File: src/rtl/ecc_inj_pkg.sv
package ecc_inj_pkg;
   localparam int CTRL_W    = 32;
   localparam int FIELD_W   = 8;
   localparam int NUM_SRC   = 4;
   localparam int POS_A_LSB = 0;
   localparam int POS_B_LSB = 8;
   localparam int ARM_LSB   = 16;
   localparam int MODE_BIT  = 24;
   localparam int USED_W    = 25;

   // Source index; odd sources live on the write channel.
   typedef enum logic [1:0] {
      SRC_ECC_RD = 2'd0,
      SRC_ECC_WR = 2'd1,
      SRC_PAR_RD = 2'd2,
      SRC_PAR_WR = 2'd3
   } inj_src_e;
endpackage

File: src/rtl/ecc_inj_regs.sv
module ecc_inj_regs
   import ecc_inj_pkg::*;
#(
   parameter int NSRC = NUM_SRC
) (
   input  logic                clk,
   input  logic                rst_n,
   input  logic                wr_en,
   input  logic [CTRL_W-1:0]   wr_data,
   input  logic [NSRC-1:0]     hw_done_set,
   output logic [CTRL_W-1:0]   rd_data,
   output logic [NSRC-1:0]     arm,
   output logic [NSRC-1:0]     done,
   output logic                persist,
   output logic [FIELD_W-1:0]  pos_a,
   output logic [FIELD_W-1:0]  pos_b
);
   localparam int TOP_PAIR = ARM_LSB + 2*NSRC;

   generate
      if (TOP_PAIR > MODE_BIT) begin : g_bad_nsrc
         $error("ecc_inj_regs: arm/flag pairs overlap the mode bit");
      end
   endgenerate

   logic [FIELD_W-1:0] pos_a_q, pos_b_q;
   logic               persist_q;
   logic [NSRC-1:0]    arm_q, done_q;
   logic               unused_resv;

   assign unused_resv = ^wr_data[CTRL_W-1:USED_W];

   always_ff @(posedge clk) begin
      if (!rst_n) begin
         pos_a_q   <= '0;
         pos_b_q   <= '0;
         persist_q <= 1'b0;
      end else if (wr_en) begin
         pos_a_q   <= wr_data[POS_A_LSB +: FIELD_W];
         pos_b_q   <= wr_data[POS_B_LSB +: FIELD_W];
         persist_q <= wr_data[MODE_BIT];
      end
   end

   genvar s;
   generate
      for (s = 0; s < NSRC; s++) begin : g_pair
         localparam int AB = ARM_LSB + 2*s;
         localparam int DB = ARM_LSB + 2*s + 1;

         always_ff @(posedge clk) begin
            if (!rst_n)     arm_q[s] <= 1'b0;
            else if (wr_en) arm_q[s] <= wr_data[AB];
         end

         // hardware set outranks a software write in the same cycle
         always_ff @(posedge clk) begin
            if (!rst_n)              done_q[s] <= 1'b0;
            else if (hw_done_set[s]) done_q[s] <= 1'b1;
            else if (wr_en)          done_q[s] <= wr_data[DB];
         end

         a_r11_hw_wins: assert property (@(posedge clk) disable iff (!rst_n)
            hw_done_set[s] |=> done_q[s]);
         a_r5_flag_holds: assert property (@(posedge clk) disable iff (!rst_n)
            (done_q[s] && !wr_en) |=> done_q[s]);
         a_r6_sw_clears: assert property (@(posedge clk) disable iff (!rst_n)
            (wr_en && !wr_data[DB] && !hw_done_set[s]) |=> !done_q[s]);
      end
   endgenerate

   always_comb begin
      rd_data = '0;
      rd_data[POS_A_LSB +: FIELD_W] = pos_a_q;
      rd_data[POS_B_LSB +: FIELD_W] = pos_b_q;
      rd_data[MODE_BIT]             = persist_q;
      for (int k = 0; k < NSRC; k++) begin
         rd_data[ARM_LSB + 2*k]     = arm_q[k];
         rd_data[ARM_LSB + 2*k + 1] = done_q[k];
      end
   end

   assign arm     = arm_q;
   assign done    = done_q;
   assign persist = persist_q;
   assign pos_a   = pos_a_q;
   assign pos_b   = pos_b_q;
endmodule

File: src/rtl/ecc_inj_gate.sv
module ecc_inj_gate #(
   parameter bit ALLOW_PERSIST = 1'b1
) (
   input  logic clk,
   input  logic rst_n,
   input  logic arm,
   input  logic done,
   input  logic persist,
   input  logic beat,
   output logic fire,
   output logic hw_set
);
   logic live;

   generate
      if (ALLOW_PERSIST) begin : g_both_modes
         assign live = arm & (persist | ~done);
      end else begin : g_one_shot
         logic unused_mode;
         assign unused_mode = persist;
         assign live = arm & ~done;
      end
   endgenerate

   assign fire   = live & beat;
   assign hw_set = fire;

   a_r5_one_shot_quiet: assert property (@(posedge clk) disable iff (!rst_n)
      (arm && done && !persist) |-> !fire);
   a_r9_needs_beat: assert property (@(posedge clk) disable iff (!rst_n)
      !beat |-> !fire);
   generate
      if (ALLOW_PERSIST) begin : g_chk_persist
         a_r7_every_beat: assert property (@(posedge clk) disable iff (!rst_n)
            (arm && persist && beat) |-> fire);
      end
   endgenerate
endmodule

File: src/rtl/ecc_inj_lane.sv
module ecc_inj_lane
   import ecc_inj_pkg::*;
#(
   parameter int DATA_W   = 182,
   parameter bit DUAL_POS = 1'b1
) (
   input  logic               clk,
   input  logic               rst_n,
   input  logic               up_valid,
   input  logic [DATA_W-1:0]  up_data,
   input  logic               up_par,
   output logic               up_ready,
   output logic               dn_valid,
   output logic [DATA_W-1:0]  dn_data,
   output logic               dn_par,
   input  logic               dn_ready,
   input  logic               ecc_fire,
   input  logic               par_fire,
   input  logic [FIELD_W-1:0] pos_a,
   input  logic [FIELD_W-1:0] pos_b,
   output logic               beat
);
   generate
      if (DATA_W > (1 << FIELD_W)) begin : g_bad_width
         $error("ecc_inj_lane: DATA_W exceeds what a position field can address");
      end
   endgenerate

   logic [DATA_W-1:0] mask;

   genvar i;
   generate
      for (i = 0; i < DATA_W; i++) begin : g_bit
         if (DUAL_POS) begin : g_two
            assign mask[i] = (pos_a == FIELD_W'(i)) | (pos_b == FIELD_W'(i));
         end else begin : g_one
            assign mask[i] = (pos_a == FIELD_W'(i));
         end
      end
      if (!DUAL_POS) begin : g_unused_b
         logic unused_pos_b;
         assign unused_pos_b = ^pos_b;
      end
   endgenerate

   assign dn_valid = up_valid;
   assign up_ready = dn_ready;
   assign beat     = up_valid & dn_ready;
   assign dn_data  = up_data ^ (ecc_fire ? mask : '0);
   assign dn_par   = up_par ^ par_fire;

   a_r9_clean_idle: assert property (@(posedge clk) disable iff (!rst_n)
      !beat |-> (dn_data == up_data && dn_par == up_par));
   a_r8_parity_only: assert property (@(posedge clk) disable iff (!rst_n)
      (par_fire && !ecc_fire) |-> (dn_data == up_data && dn_par != up_par));
   a_r3_single_flip: assert property (@(posedge clk) disable iff (!rst_n)
      (ecc_fire && pos_a == pos_b && int'(pos_a) < DATA_W)
         |-> $countones(dn_data ^ up_data) == 1);
   generate
      if (DUAL_POS) begin : g_chk_dual
         a_r4_double_flip: assert property (@(posedge clk) disable iff (!rst_n)
            (ecc_fire && pos_a != pos_b && int'(pos_a) < DATA_W && int'(pos_b) < DATA_W)
               |-> $countones(dn_data ^ up_data) == 2);
      end
   endgenerate
   a_r10_out_of_range: assert property (@(posedge clk) disable iff (!rst_n)
      (int'(pos_a) >= DATA_W && int'(pos_b) >= DATA_W) |-> dn_data == up_data);
endmodule

File: src/rtl/ecc_inj_top.sv
module ecc_inj_top
   import ecc_inj_pkg::*;
#(
   parameter int DATA_W        = 182,
   parameter bit ALLOW_PERSIST = 1'b1,
   parameter bit DUAL_POS      = 1'b1
) (
   input  logic               clk,
   input  logic               rst_n,
   input  logic               cfg_wr_en,
   input  logic [CTRL_W-1:0]  cfg_wr_data,
   output logic [CTRL_W-1:0]  cfg_rd_data,
   input  logic               rd_up_valid,
   input  logic [DATA_W-1:0]  rd_up_data,
   input  logic               rd_up_par,
   output logic               rd_up_ready,
   output logic               rd_dn_valid,
   output logic [DATA_W-1:0]  rd_dn_data,
   output logic               rd_dn_par,
   input  logic               rd_dn_ready,
   input  logic               wr_up_valid,
   input  logic [DATA_W-1:0]  wr_up_data,
   input  logic               wr_up_par,
   output logic               wr_up_ready,
   output logic               wr_dn_valid,
   output logic [DATA_W-1:0]  wr_dn_data,
   output logic               wr_dn_par,
   input  logic               wr_dn_ready
);
   logic [NUM_SRC-1:0] arm, done, fire, hw_set;
   logic               persist;
   logic [FIELD_W-1:0] pos_a, pos_b;
   logic               rd_beat, wr_beat;

   ecc_inj_regs #(.NSRC(NUM_SRC)) u_regs (
      .clk         (clk),
      .rst_n       (rst_n),
      .wr_en       (cfg_wr_en),
      .wr_data     (cfg_wr_data),
      .hw_done_set (hw_set),
      .rd_data     (cfg_rd_data),
      .arm         (arm),
      .done        (done),
      .persist     (persist),
      .pos_a       (pos_a),
      .pos_b       (pos_b)
   );

   genvar s;
   generate
      for (s = 0; s < NUM_SRC; s++) begin : g_src
         localparam bit ON_WR = (s % 2) == 1;
         ecc_inj_gate #(.ALLOW_PERSIST(ALLOW_PERSIST)) u_gate (
            .clk     (clk),
            .rst_n   (rst_n),
            .arm     (arm[s]),
            .done    (done[s]),
            .persist (persist),
            .beat    (ON_WR ? wr_beat : rd_beat),
            .fire    (fire[s]),
            .hw_set  (hw_set[s])
         );
      end
   endgenerate

   ecc_inj_lane #(.DATA_W(DATA_W), .DUAL_POS(DUAL_POS)) u_rd_lane (
      .clk      (clk),
      .rst_n    (rst_n),
      .up_valid (rd_up_valid),
      .up_data  (rd_up_data),
      .up_par   (rd_up_par),
      .up_ready (rd_up_ready),
      .dn_valid (rd_dn_valid),
      .dn_data  (rd_dn_data),
      .dn_par   (rd_dn_par),
      .dn_ready (rd_dn_ready),
      .ecc_fire (fire[int'(SRC_ECC_RD)]),
      .par_fire (fire[int'(SRC_PAR_RD)]),
      .pos_a    (pos_a),
      .pos_b    (pos_b),
      .beat     (rd_beat)
   );

   ecc_inj_lane #(.DATA_W(DATA_W), .DUAL_POS(DUAL_POS)) u_wr_lane (
      .clk      (clk),
      .rst_n    (rst_n),
      .up_valid (wr_up_valid),
      .up_data  (wr_up_data),
      .up_par   (wr_up_par),
      .up_ready (wr_up_ready),
      .dn_valid (wr_dn_valid),
      .dn_data  (wr_dn_data),
      .dn_par   (wr_dn_par),
      .dn_ready (wr_dn_ready),
      .ecc_fire (fire[int'(SRC_ECC_WR)]),
      .par_fire (fire[int'(SRC_PAR_WR)]),
      .pos_a    (pos_a),
      .pos_b    (pos_b),
      .beat     (wr_beat)
   );

   a_r8_channels_apart: assert property (@(posedge clk) disable iff (!rst_n)
      !rd_beat |-> !(fire[int'(SRC_ECC_RD)] || fire[int'(SRC_PAR_RD)]));
endmodule

File: config.mk
export PLATFORM = sky130hd
export DESIGN_NAME = ecc_inj_top
export DESIGN_NICKNAME = d
export VERILOG_FILES = /design/src/rtl/ecc_inj_pkg.sv /design/src/rtl/ecc_inj_regs.sv /design/src/rtl/ecc_inj_gate.sv /design/src/rtl/ecc_inj_lane.sv /design/src/rtl/ecc_inj_top.sv
export SDC_FILE = /design/constraint.sdc
export NUM_CORES = 1
export LEC_CHECK = 0
export BUFFER_PORTS_ARGS = -buffer_cell sky130_fd_sc_hd__buf_4
export CAP_MARGIN = 20
export CORE_AREA = 2 2 311 313
export DETAILED_ROUTE_END_ITERATION = 12
export DIE_AREA = 0 0 313 315
export GPL_ROUTABILITY_DRIVEN = 0
export HOLD_SLACK_MARGIN = 0.02
export PLACE_DENSITY_LB_ADDON = 0.3
export SLEW_MARGIN = 20
export SYNTH_ARGS = -nofsm -noshare
export SYNTH_HDL_FRONTEND = slang
export SYNTH_SLANG_ARGS = --single-unit
export TNS_END_PERCENT = 20
File: constraint.sdc
create_clock -name clk -period 2.9 [get_ports clk]
set_input_delay 0.58 -clock clk [delete_from_list [all_inputs] [get_ports clk]]
set_output_delay 0.58 -clock clk [all_outputs]
set_load 0.01 [all_outputs]
# Yosys cells after proc, flatten, opt, wreduce, memory -nomap -nowiden
# Index checks and enable logic that the tools add are counted.
[word_totals]
elab_cells = 593
mem_count = 0
register_bits = 25
inputBits = 405
latchBits = 0
ramBits = 0
rom_bits = 0
[classes]
bitwise = 204
shifts = 0
n_addsub = 0
magnitude_cmp = 0
n_reduce_logical = 6
muxes = 10
div = 0
mul = 0
eq_ne = 362
[ops]
columns = ["cell", "count"]
rows = [
  ["$eq 8x7->1 const B", 128],
  ["$eq 8x8->1 const B", 108],
  ["$eq 8x6->1 const B", 64],
  ["$mux 182", 2],
  ["$xor 182x182->182", 2],
  ["$eq 8x5->1 const B", 32],
  ["$or 1x1->1", 186],
  ["$eq 8x4->1 const B", 16],
  ["$eq 8x3->1 const B", 8],
  ["$eq 8x2->1 const B", 4],
  ["$eq 8x1->1 const B", 2],
  ["$logic_not 8->1", 2],
  ["$and 1x1->1", 10],
  ["$mux 1", 8],
  ["$reduce_bool 2->1", 4],
  ["$not 1->1", 4],
  ["$xor 1x1->1", 2],
]

# Depth between registers and ports, before layout
# Gate-level depths: netlist of run 1.
[logic_depth]
ltp_word = 6
mapped_depth = 7

# By module
# Synthesis of run 1 repeated with hierarchy kept, for this count alone.
[hier_totals]
hier_cells = 1561
hier_area_um2 = 10809.1
[modules_own_cells]
columns = ["mod", "n_inst", "area_each_um2", "cells_per_inst"]
rows = [
  ["ecc_inj_lane", 2, 4744.6, 716],
  ["ecc_inj_regs", 1, 1224.9, 113],
  ["ecc_inj_gate", 4, 23.8, 4],
]

# Least setup slack after synthesis of run 1
# Ideal clock, no wire load.
[synth_path]
kind = "register to output"
startpoint = "reg u_regs.pos_a_q[5] (netlist: u_regs.pos_a[5])"
endpoint = "out rd_dn_data[43]"
stages_incl_launch_ff = 8
arrival_ps = 1780
required_ps = 2320
n_path_buf = 3
path_slack_ps = 540
cell_sequence = "dfxtp_1 -> buf_2 -> or4b_1 -> buf_2 -> buf_6 -> o22ai_2 -> nand2_1 -> xnor2_1"
[synth_via]
elab_chain_cells = 4
[synth_rtl]
columns = ["item", "line", "text"]
rows = [
  ["start, declared", "ecc_inj_regs.sv:26", "logic [FIELD_W-1:0] pos_a_q, pos_b_q;"],
  ["start signal, assigned", "ecc_inj_regs.sv:39", "pos_a_q <= wr_data[POS_A_LSB +: FIELD_W];"],
  ["$eq 8x6->1", "ecc_inj_lane.sv:35", "assign mask[i] = (pos_a == FIELD_W'(i)) | (pos_b == FIELD_W'(i));"],
  ["$or 1x1->1", "ecc_inj_lane.sv:35", ""],
  ["$mux 182", "ecc_inj_lane.sv:49", "assign dn_data = up_data ^ (ecc_fire ? mask : '0);"],
  ["$xor 182x182->182", "ecc_inj_lane.sv:49", ""],
  ["end, declared", "ecc_inj_top.sv:18", "output logic [DATA_W-1:0] rd_dn_data,"],
]
# Every way passes these cells.

# Worst setup path after layout of run 1
[layout_path]
startpoint = "reg u_regs.pos_a_q[2] (netlist: u_regs.pos_a[2])"
endpoint = "out rd_dn_data[33]"
# Same word-level chain as after synthesis.

==> results.md, run 1 <==
Outcome:
- The run finished with clean final reports.

STA:
- The worst path uses 98.5% of the clock period.
- The total count of max-transition violations in the final report was 0.
- The slew at the pin with the worst max-slew slack is about 0.52 ns.
- The timing-limited maximum frequency is 350 MHz.
- Clock skew on the completed layout was measured at 0.0149 ns.
- Headroom to the max-slew limit came out at 65.2%.
- Setup repair after global routing could not meet its margin everywhere.
- The number of failing hold endpoints at the final stage is 0.
- Setup violations remaining at the end of the flow were counted as 0.
- The shortest clock period the worst path allows after layout is 2.86 ns.

Layout:
- The final non-filler cell total is 3299.
- The post-route netlist has 55.5% of its cells at a drive strength greater than 1.
- The number of nets in the finished design is 2427.
- The area added between synthesis and finish is 109%.
- The number of fill cells is around 11000.
- The final cell area excluding filler cells is approximately 18000 µm².

Synthesis:
- The largest total area in the synthesized netlist belongs to sky130_fd_sc_hd__xnor2_1.
- The number of instances in the synthesized netlist is 1210.
- Of the synthesized area, sequential elements account for 5.99%.
- The cell with the most instances after synthesis is sky130_fd_sc_hd__nand2_1.
- During synthesis, Yosys emitted a total of 0 warnings.
- The count of distinct cell types in the synthesized netlist is 27.
- Sorting the synthesized cells by how often they occur yields sky130_fd_sc_hd__nand2_1, sky130_fd_sc_hd__xnor2_1, sky130_fd_sc_hd__o22ai_1.
- Synthesis inferred 25 register bits.
- Yosys attributes the largest share of cell area to sky130_fd_sc_hd__xnor2_1, sky130_fd_sc_hd__nand2_1, sky130_fd_sc_hd__o22ai_1.
- For this run, the leading register cell type out of synthesis is sky130_fd_sc_hd__dfxtp_1.
- The synthesized area is 8350 µm².
- A synthesized cell averages 6.90 µm².
- The basic-gate share of the synthesized area counting and, or, nand and nor cells is 24.9%.
- The adder-cell share of the synthesized area is 0%.
- The share of cell area taken by muxes after synthesis is 3.03%.
- The async set-reset flop share out of synthesis is 0%.
- The combinational family with the most area after synthesis is XOR/XNOR gates.
- The number of enable flip-flop cells after synthesis is 0.
- Of the total synthesized cell area, the portion taken by XOR and XNOR cells is 38.4%.
- The area fraction of the dominant cell type after synthesis is 38.4%.
- The share of the synthesized area in compound gates (AO/OA/AOI/OAI) is 18.0%.

Worst setup path:
- The longest individual stage delay on the worst path is roughly 0.55 ns.
- Walking the worst path, the cells encountered are buf_4 -> or4b_4 -> buf_6 -> o22ai_2 -> nand2_1 -> xnor2_2 -> buf_4.
- The setup path with the least slack is of type register to output pin.
- The number of buffers and inverters on the critical path is 3.
- The critical path capture point type is an output pin.
- The gate family responsible for the most delay along the worst path is simple AND/OR/NAND/NOR gates.
- The arrival time at the worst endpoint is 2.28 ns.
- For the worst setup path, the data required time is 2.32 ns.
- The cell seen most often among critical-path stages is sky130_fd_sc_hd__buf_4.
- The slowest cell on the critical path is sky130_fd_sc_hd__or4b_4.
- The worst setup path is launched from a register.
- The critical-path maximum fanout is 10.
- In this run the critical register-to-register path is launched from u_regs.persist$_SDFFE_PN0P_.
- The critical path starts at u_regs.pos_a[2]$_SDFFE_PN0P_.

Power and ir drop:
- IR analysis of the VDD net gives a maximum drop of 192 µV.
- For this design the static power due to leakage is 6.72 nW.
- The total power density per cell area is 160 nW/µm².

Clocking:
- The clock edge transition at the registers on the reported setup and hold paths is about 0.09 ns.
- The tree is rooted in a sky130_fd_sc_hd__clkbuf_16.
- The clock latency on the worst-skew pair is 0.29 ns.
- The TritonCTS clock tree is done.
- The clock passes through at most 2 buffers.
- CTS built an H-tree with a depth of 1.
- The number of clock buffers added by TritonCTS is 3.
- Clock tree synthesis found a total of 25 sinks.

Floorplanning:
- The floorplan step defined a die boundary enclosing a little under 100000 µm².
- Row generation in the floorplan step produced 114 rows.
- The die is 315 µm tall.
- The floorplan step set the die width to 313 µm.
- The core outline area is between 90000 and 100000 µm².
- The effective utilization at floorplan is between 8 and 9%.
- The top-level port count is 807.

Global routing:
- In the global route stage, overall resource usage came out at approximately 14%.
- The residual overflow from global routing is 0.
- The initial antenna violation count was 1.
- The via count of the first global-routing pass is 11700.
- The first global-routing pass estimated 96.3 mm of wire.
- The maximum number of pins on one net before global-route repair is 43.

Routing:
- The per-cell via count in the routed design is 3.53.
- The number of iterations in the first detailed-routing pass is 5.
- The starting DRC count in detailed routing is 544.
- The final layout contains routed wiring with a total length of between 70 and 80 mm.
- After detailed routing, the average wire length per cell comes to 22.6 µm.
- The post-detailed-route count of antenna-violating nets is 0.
- The number of vias in the routed layout is between 10000 and 15000.
- In the routed design, unresolved DRC markers number 0.

Placement:
- The count of buffers from port buffering is 792.
- After detailed placement, the design holds a cell count of 3291.
- Once placement finished, the instance area stood at 16700 µm².
- The post-DP HPWL is 61.7 mm.

Flow run:
- The max-cap violation count is 0.

Worst hold path:
- The origin of the worst min-delay path is cfg_wr_data[24].
- The path class of the tightest hold or removal check is input port to register.
==> flip-flops by register name, indices dropped and copies added (netlist names) <==
name	count
u_regs.pos_a	8
u_regs.pos_b	8
u_regs.done	4
u_regs.persist	1
u_regs.arm	4
==> worst reg2reg max path, cell delays in order (launching register included) <==
cell                      delay [ns]
sky130_fd_sc_hd__dfxtp_1        0.34
sky130_fd_sc_hd__inv_1          0.30
sky130_fd_sc_hd__a21oi_4        0.11
sky130_fd_sc_hd__buf_12         0.17
sky130_fd_sc_hd__buf_4          0.19
sky130_fd_sc_hd__o21a_1         0.19
==> cell type report <==
| type | count | area (µm²) | share of cell area [%] |
|---|---|---|---|
| Sequential cell | 25 | 541 | 3.09 |
| Clock buffer | 3 | 75.1 | 0.429 |
| Multi-Input combinational cell | 1035 | 7700 | 44.0 |
| Antenna cell | 2 | 5.00 | 0.0286 |
| Timing Repair Buffer | 956 | 7570 | 43.2 |
| Tap cell | 1276 | 1600 | 9.12 |
| Clock inverter | 1 | 8.76 | 0.0500 |
| Inverter | 1 | 3.75 | 0.0214 |
==> layer usage <==
layer	vias to the layer above	GRT usage (%)	routed length [µm]
li1	5640	-	-
met1	5434	17.6	31500
met2	522	25.4	37800
met3	32	2.87	4570
met4	2	1.60	715
met5	-	0	18
==> through the flow <==
stage / hold slack (ns) / setup TNS, ns / worst slack [ns] / utilization [%] / power, W
finish: 0.546 / 0 / 0.0438 / 18.3 / 0.00281
global route: 0.548 / -0.739 / -0.0726 / 18.3 / 0.00296
CTS: 0.531 / -0.0990 / -0.0409 / 18.0 / 0.00283
detailed placement: 0.538 / -0.0323 / -0.0323 / 17.5 / 0.00240
global placement: 0.532 / -0.00908 / -0.00908 / 17.5 / 0.00240
floorplan: 0.496 / 0 / 0.540 / - / 0.00111
==> cells in the final DEF (no fill, tap or decap), types with 10 or more instances in the layout <==
master	instances
sky130_fd_sc_hd__buf_4	920
sky130_fd_sc_hd__o22ai_4	11
sky130_fd_sc_hd__nand2_1	364
sky130_fd_sc_hd__xnor2_1	346
sky130_fd_sc_hd__o22ai_1	87
sky130_fd_sc_hd__nor2b_1	21
sky130_fd_sc_hd__nand4bb_1	12
sky130_fd_sc_hd__nand4b_1	12
sky130_fd_sc_hd__mux2i_1	23
sky130_fd_sc_hd__o22ai_2	84
sky130_fd_sc_hd__xnor2_2	20
sky130_fd_sc_hd__buf_12	26
sky130_fd_sc_hd__or4b_4	10
==> where the power goes <==
part | switching, W | internal, W | total [W] | leakage, nW
clock | 0.000171 | 0.000192 | 0.000363 | 0.0415
combinational | 0.000929 | 0.00110 | 0.00203 | 6.46
sequential | 0.0000481 | 0.000364 | 0.000412 | 0.215
total | 0.00115 | 0.00166 | 0.00281 | 6.72
==> timing repair <==
item	in CTS	in global routing
setup buffers	1	0
hold buffers	0	0
pin swaps	4	3
gates resized for setup	71	55
endpoints found under the setup margin	265	109
endpoints found under the hold margin	0	0
cloned	1	0
==> path summary, 6_finish.rpt <==
kind / to / slack, ns / depth (start not counted)
setup / recovery: rd_dn_data[33] / 0.04 / 7
hold / removal: u_regs.persist$_SDFFE_PN0P_ / 0.55 / 3
setup reg to reg: u_regs.done[1]$_SDFFE_PN0P_ / 1.49 / 5
hold reg to reg: u_regs.done[3]$_SDFFE_PN0P_ / 0.55 / 2
==> cells by family after synthesis <==
kind of cell	count (synthesis)
other	1
multiplexers	25
XOR/XNOR	366
buffers and inverters	156
AO/OA/AOI/OAI	190
flip-flops	25
AND/OR/NAND/NOR	447
Note: power is estimated with default switching activity, not from simulation.
==> run 2, diff against run 1 <==
--- a/config.mk
+++ b/config.mk
@@ -5,6 +5,7 @@
 export SDC_FILE = /design/constraint.sdc
 export NUM_CORES = 1
 export LEC_CHECK = 0
+export ABC_AREA = 1
 export BUFFER_PORTS_ARGS = -buffer_cell sky130_fd_sc_hd__buf_4
 export CAP_MARGIN = 20
 export CORE_AREA = 2 2 311 313
==> results.md, run 2 <==
Worst setup path:
- The most critical setup path has its endpoint at rd_dn_data[104].
- The launching element of the worst setup path is u_regs.pos_a[2]$_SDFFE_PN0P_.
- The required time of the worst setup path is 2.32 ns (about the same).
- The critical-path maximum fanout is 7 (-3).
- The signal on the critical path passes through inv_1 -> nand2_1 -> nor2_4 -> buf_12 -> nand2_1 -> nand2_1 -> nand2_1 -> nand2_1 -> nand2_1 -> buf_4.
- STA classifies the critical path startpoint as a register.
- The worst flop-to-flop path startpoint is u_regs.persist$_SDFFE_PN0P_.
- The endpoint of the worst register-to-register path is u_regs.done[1]$_SDFFE_PN0P_.
- The longest individual stage delay on the worst path is 0.46 ns (-0.09 ns).
- In this design, the critical path's most frequently occurring cell is sky130_fd_sc_hd__nand2_1.
- The internal reg-to-reg setup slack is 1.49 ns (about the same).
- The cell depth of the worst flop-to-flop path is 6 (+1).
- The slowest cell on the critical path is sky130_fd_sc_hd__nor2_4.
- STA classifies the critical path endpoint as an output pin.
- The critical path in this run is classified as register to output pin.
- The arrival time at the worst endpoint is 2.22 ns (-0.06 ns).

Global routing:
- The maximum number of pins on one net before global-route repair is 49 (+14%).
- The initial antenna violation count is 2 (+1).
- The first-pass GRT wire length was 113 mm (+18%).
- The total global-route track usage came to 15.9% (+1.9 points).
- The residual overflow from global routing is 0 (unchanged).
- The via count of the first global-routing pass is 15300 (+30%).

Floorplanning:
- The total die area is 98600 µm² (unchanged).
- The effective utilization at floorplan is 12.1% (+3.4 points).
- The vertical extent of the die is 315 µm (unchanged).
- The die width is 313 µm (unchanged).
- The core outline area is 95700 µm² (unchanged).
- The number of rows created at floorplan came to 114 (unchanged).
- The top-level port count is 807 (unchanged).

Routing:
- The post-detailed-route count of antenna-violating nets came to 0 (unchanged).
- The number of iterations in the first detailed-routing pass is 7 (+2).
- The per-cell via count in the routed design is 3.99 (+13%).
- The number of remaining DRC errors is 0 (unchanged).
- The number of vias in the routed layout is 17600 (+51%).
- The average detailed-routed wire length per instance is 19.1 µm (-16%).
- The starting DRC count in detailed routing is 1353 (+150%).
- The final wirelength is 84.1 mm (+13%).

Flow run:
- The max-cap violation count is 0 (unchanged).

Clocking:
- The H-tree depth came to 1 (unchanged).
- The clock latency on the worst-skew pair is 0.26 ns (-0.03 ns).
- The maximum clock insertion buffer count is 2 (unchanged).
- The clock edge transition at the registers on the reported setup and hold paths is 0.07 ns (-0.02 ns).
- The number of buffers inserted by hold repair at cts came to 0 (unchanged).
- The number of CTS-inserted buffers came to 3 (unchanged).
- TritonCTS built the clock tree.
- The total clock sinks is 25 (unchanged).
- The clock root buffer master is sky130_fd_sc_hd__clkbuf_16.

Power and ir drop:
- The total power density per cell area was 146 nW/µm² (-9.0%).
- The static power due to leakage is 9.99 nW (+49%).
- The worst supply voltage drop on vdd is 192 µV (about the same).

STA:
- The final count of negative-setup-slack endpoints is 0 (unchanged).
- The final worst clock skew is 0.00146 ns (-0.0135 ns).
- The share of the cycle needed by the critical path after routing is 96.6% (-1.9 points).
- The total count of max-transition violations in the final report was 0 (unchanged).
- The shortest clock period the worst path allows after layout is 2.80 ns (-0.0548 ns).
- Setup repair after global routing could not meet its margin everywhere.
- The slew at the pin with the worst max-slew slack is 0.560 ns (+0.0374 ns).
- The timing-limited maximum frequency is 357 MHz (+2.0%).
- The worst slew margin relative to its limit is 62.6% (-2.6 points).
- The number of failing hold endpoints at the final stage is 0 (unchanged).

Synthesis:
- The area fraction of the dominant cell type after synthesis is 50.7% (+12 points).
- The largest area contributor in the synthesized netlist is sky130_fd_sc_hd__nand2_1.
- The synthesized area came to 11600 µm² (+39%).
- The number of instances in the synthesized netlist is 2369 (+96%).
- The count of synthesis-stage warnings from yosys is 0 (unchanged).
- After synthesis, the cell types taking the most area are sky130_fd_sc_hd__nand2_1, sky130_fd_sc_hd__nand3b_1, sky130_fd_sc_hd__nand2_2.
- The prevailing post-synth register cell is sky130_fd_sc_hd__dfxtp_1.
- The average cell area after synthesis was 4.90 µm² (-29%).
- The async set-reset flop share out of synthesis is 0% (unchanged).
- The sequential-to-total area share from yosys stat was 4.31% (-1.7 points).
- Yosys instantiated no cell more often than sky130_fd_sc_hd__nand2_1.
- The count of state elements after synthesis was 25 (unchanged).
- The count of distinct cell types in the synthesized netlist is 24 (-11%).
- The number of enable flip-flop cells after synthesis was 0 (unchanged).
- By count the netlist is led by sky130_fd_sc_hd__nand2_1, sky130_fd_sc_hd__nand3b_1, sky130_fd_sc_hd__buf_2.

Layout:
- The library cell used most frequently in the layout, excluding fill and tap cells, is sky130_fd_sc_hd__nand2_1.
- The number of fill cells is 11000 (+1.2%).
- The number of nets in the finished design came to 3534 (+46%).
- The area growth from synthesis to layout is 71.1%.
- In the layout the commonest cells are sky130_fd_sc_hd__nand2_1, sky130_fd_sc_hd__buf_4, sky130_fd_sc_hd__nand3b_1, sky130_fd_sc_hd__nand2_2, sky130_fd_sc_hd__nor2_4.
- The utilization after layout is 20.7% (+2.5 points).
- The share of final-layout standard cells stronger than drive strength 1 is 34.8% (-21 points).
- The final non-filler cell total is 4405 (+34%).

Placement:
- The count of buffers from port buffering came to 792 (unchanged).
- The post-placement cell count came to 4398 (+34%).
- The post-DP HPWL is 70.0 mm (+13%).

Worst hold path:
- The worst hold path belongs to the class register to register.
- In this run the most critical hold path is launched from u_regs.done[2]$_SDFFE_PN0P_.

Outcome:
- The flow ran to the end, and the final reports show no timing, DRC or antenna violations.
[run 2: final cells by class]
class,instances,area [µm²],share of cell area [%]
multi-input combinational,2163,10300,52.1
timing repair buffer,909,7230,36.4
tap,1276,1600,8.04
sequential,25,500,2.52
inverter,27,101,0.511
clock buffer,3,75.1,0.378
clock inverter,1,5.00,0.0252
antenna,1,2.50,0.0126
[run 2: through the flow]
step	setup TNS [ns]	hold slack (ns)	power (W)	instance area (µm²)	setup WS, ns
after global routing	-0.246	0.551	0.00308	19800	-0.0383
after floorplan	0	0.466	0.00124	11600	0.895
after detailed placement	0	0.503	0.00260	19700	0.277
after global placement	0	0.499	0.00258	19700	0.260
final	0	0.517	0.00290	19900	0.0986
after CTS	0	0.517	0.00292	19800	0.0604
[run 2: worst min-delay path by stage]
stage	slack, ns	end	cells after the start
3_3_place_gp	0.50	u_regs.done[3]$_SDFFE_PN0P_	2
6_report	0.52	u_regs.done[2]$_SDFFE_PN0P_	2
5_1_grt	0.55	u_regs.done[2]$_SDFFE_PN0P_	2
3_5_place_dp	0.50	u_regs.done[2]$_SDFFE_PN0P_	2
2_1_floorplan	0.47	u_regs.arm[0]$_SDFFE_PN0P_	2
4_1_cts	0.52	u_regs.done[2]$_SDFFE_PN0P_	2
[run 2: where the power goes]
part           leakage (nW)  total (W)  switching (W)  internal, W
Combinational          9.74    0.00218        0.00115      0.00103
Sequential            0.208   0.000397      0.0000286     0.000368
Clock                0.0409   0.000316       0.000130     0.000186
Total                  9.99    0.00290        0.00131      0.00159
[run 2: what timing repair did]
item	CTS	global route
endpoints found under the setup margin	0	25
setup buffers	0	2
resized for setup	0	3
endpoints found under the hold margin	0	0
[run 2: cells by family (layout without fill, tap and decap cells)]
group | count (synthesis) | after routing | synth area share, %
DFF | 25 | 25 | 4.31
buffers and inverters | 187 | 940 | 8.95
and+or+nand+nor | 2108 | 2108 | 84.5
AOI/OAI and AO/OA | 46 | 46 | 2.01
other | 1 | 8 | 0.0323
xor gates and xnor gates | 2 | 2 | 0.151
[run 2: routing by layer]
layer  wire, µm  GRT usage (%)  vias to the layer above
met2      40700           27.8                      690
met1      35700           20.1                     7956
li1           -              -                     8881
met3       6350           3.87                       57
met5         58              0                        -
met4       1380           2.50                        8
[run 2: worst max-delay path: cells and delay by family, from the launching register on]
kind | cells | cell delay (ns)
simple gates | 7 | 1.14
buf+inv | 3 | 0.46
flops | 1 | 0.34
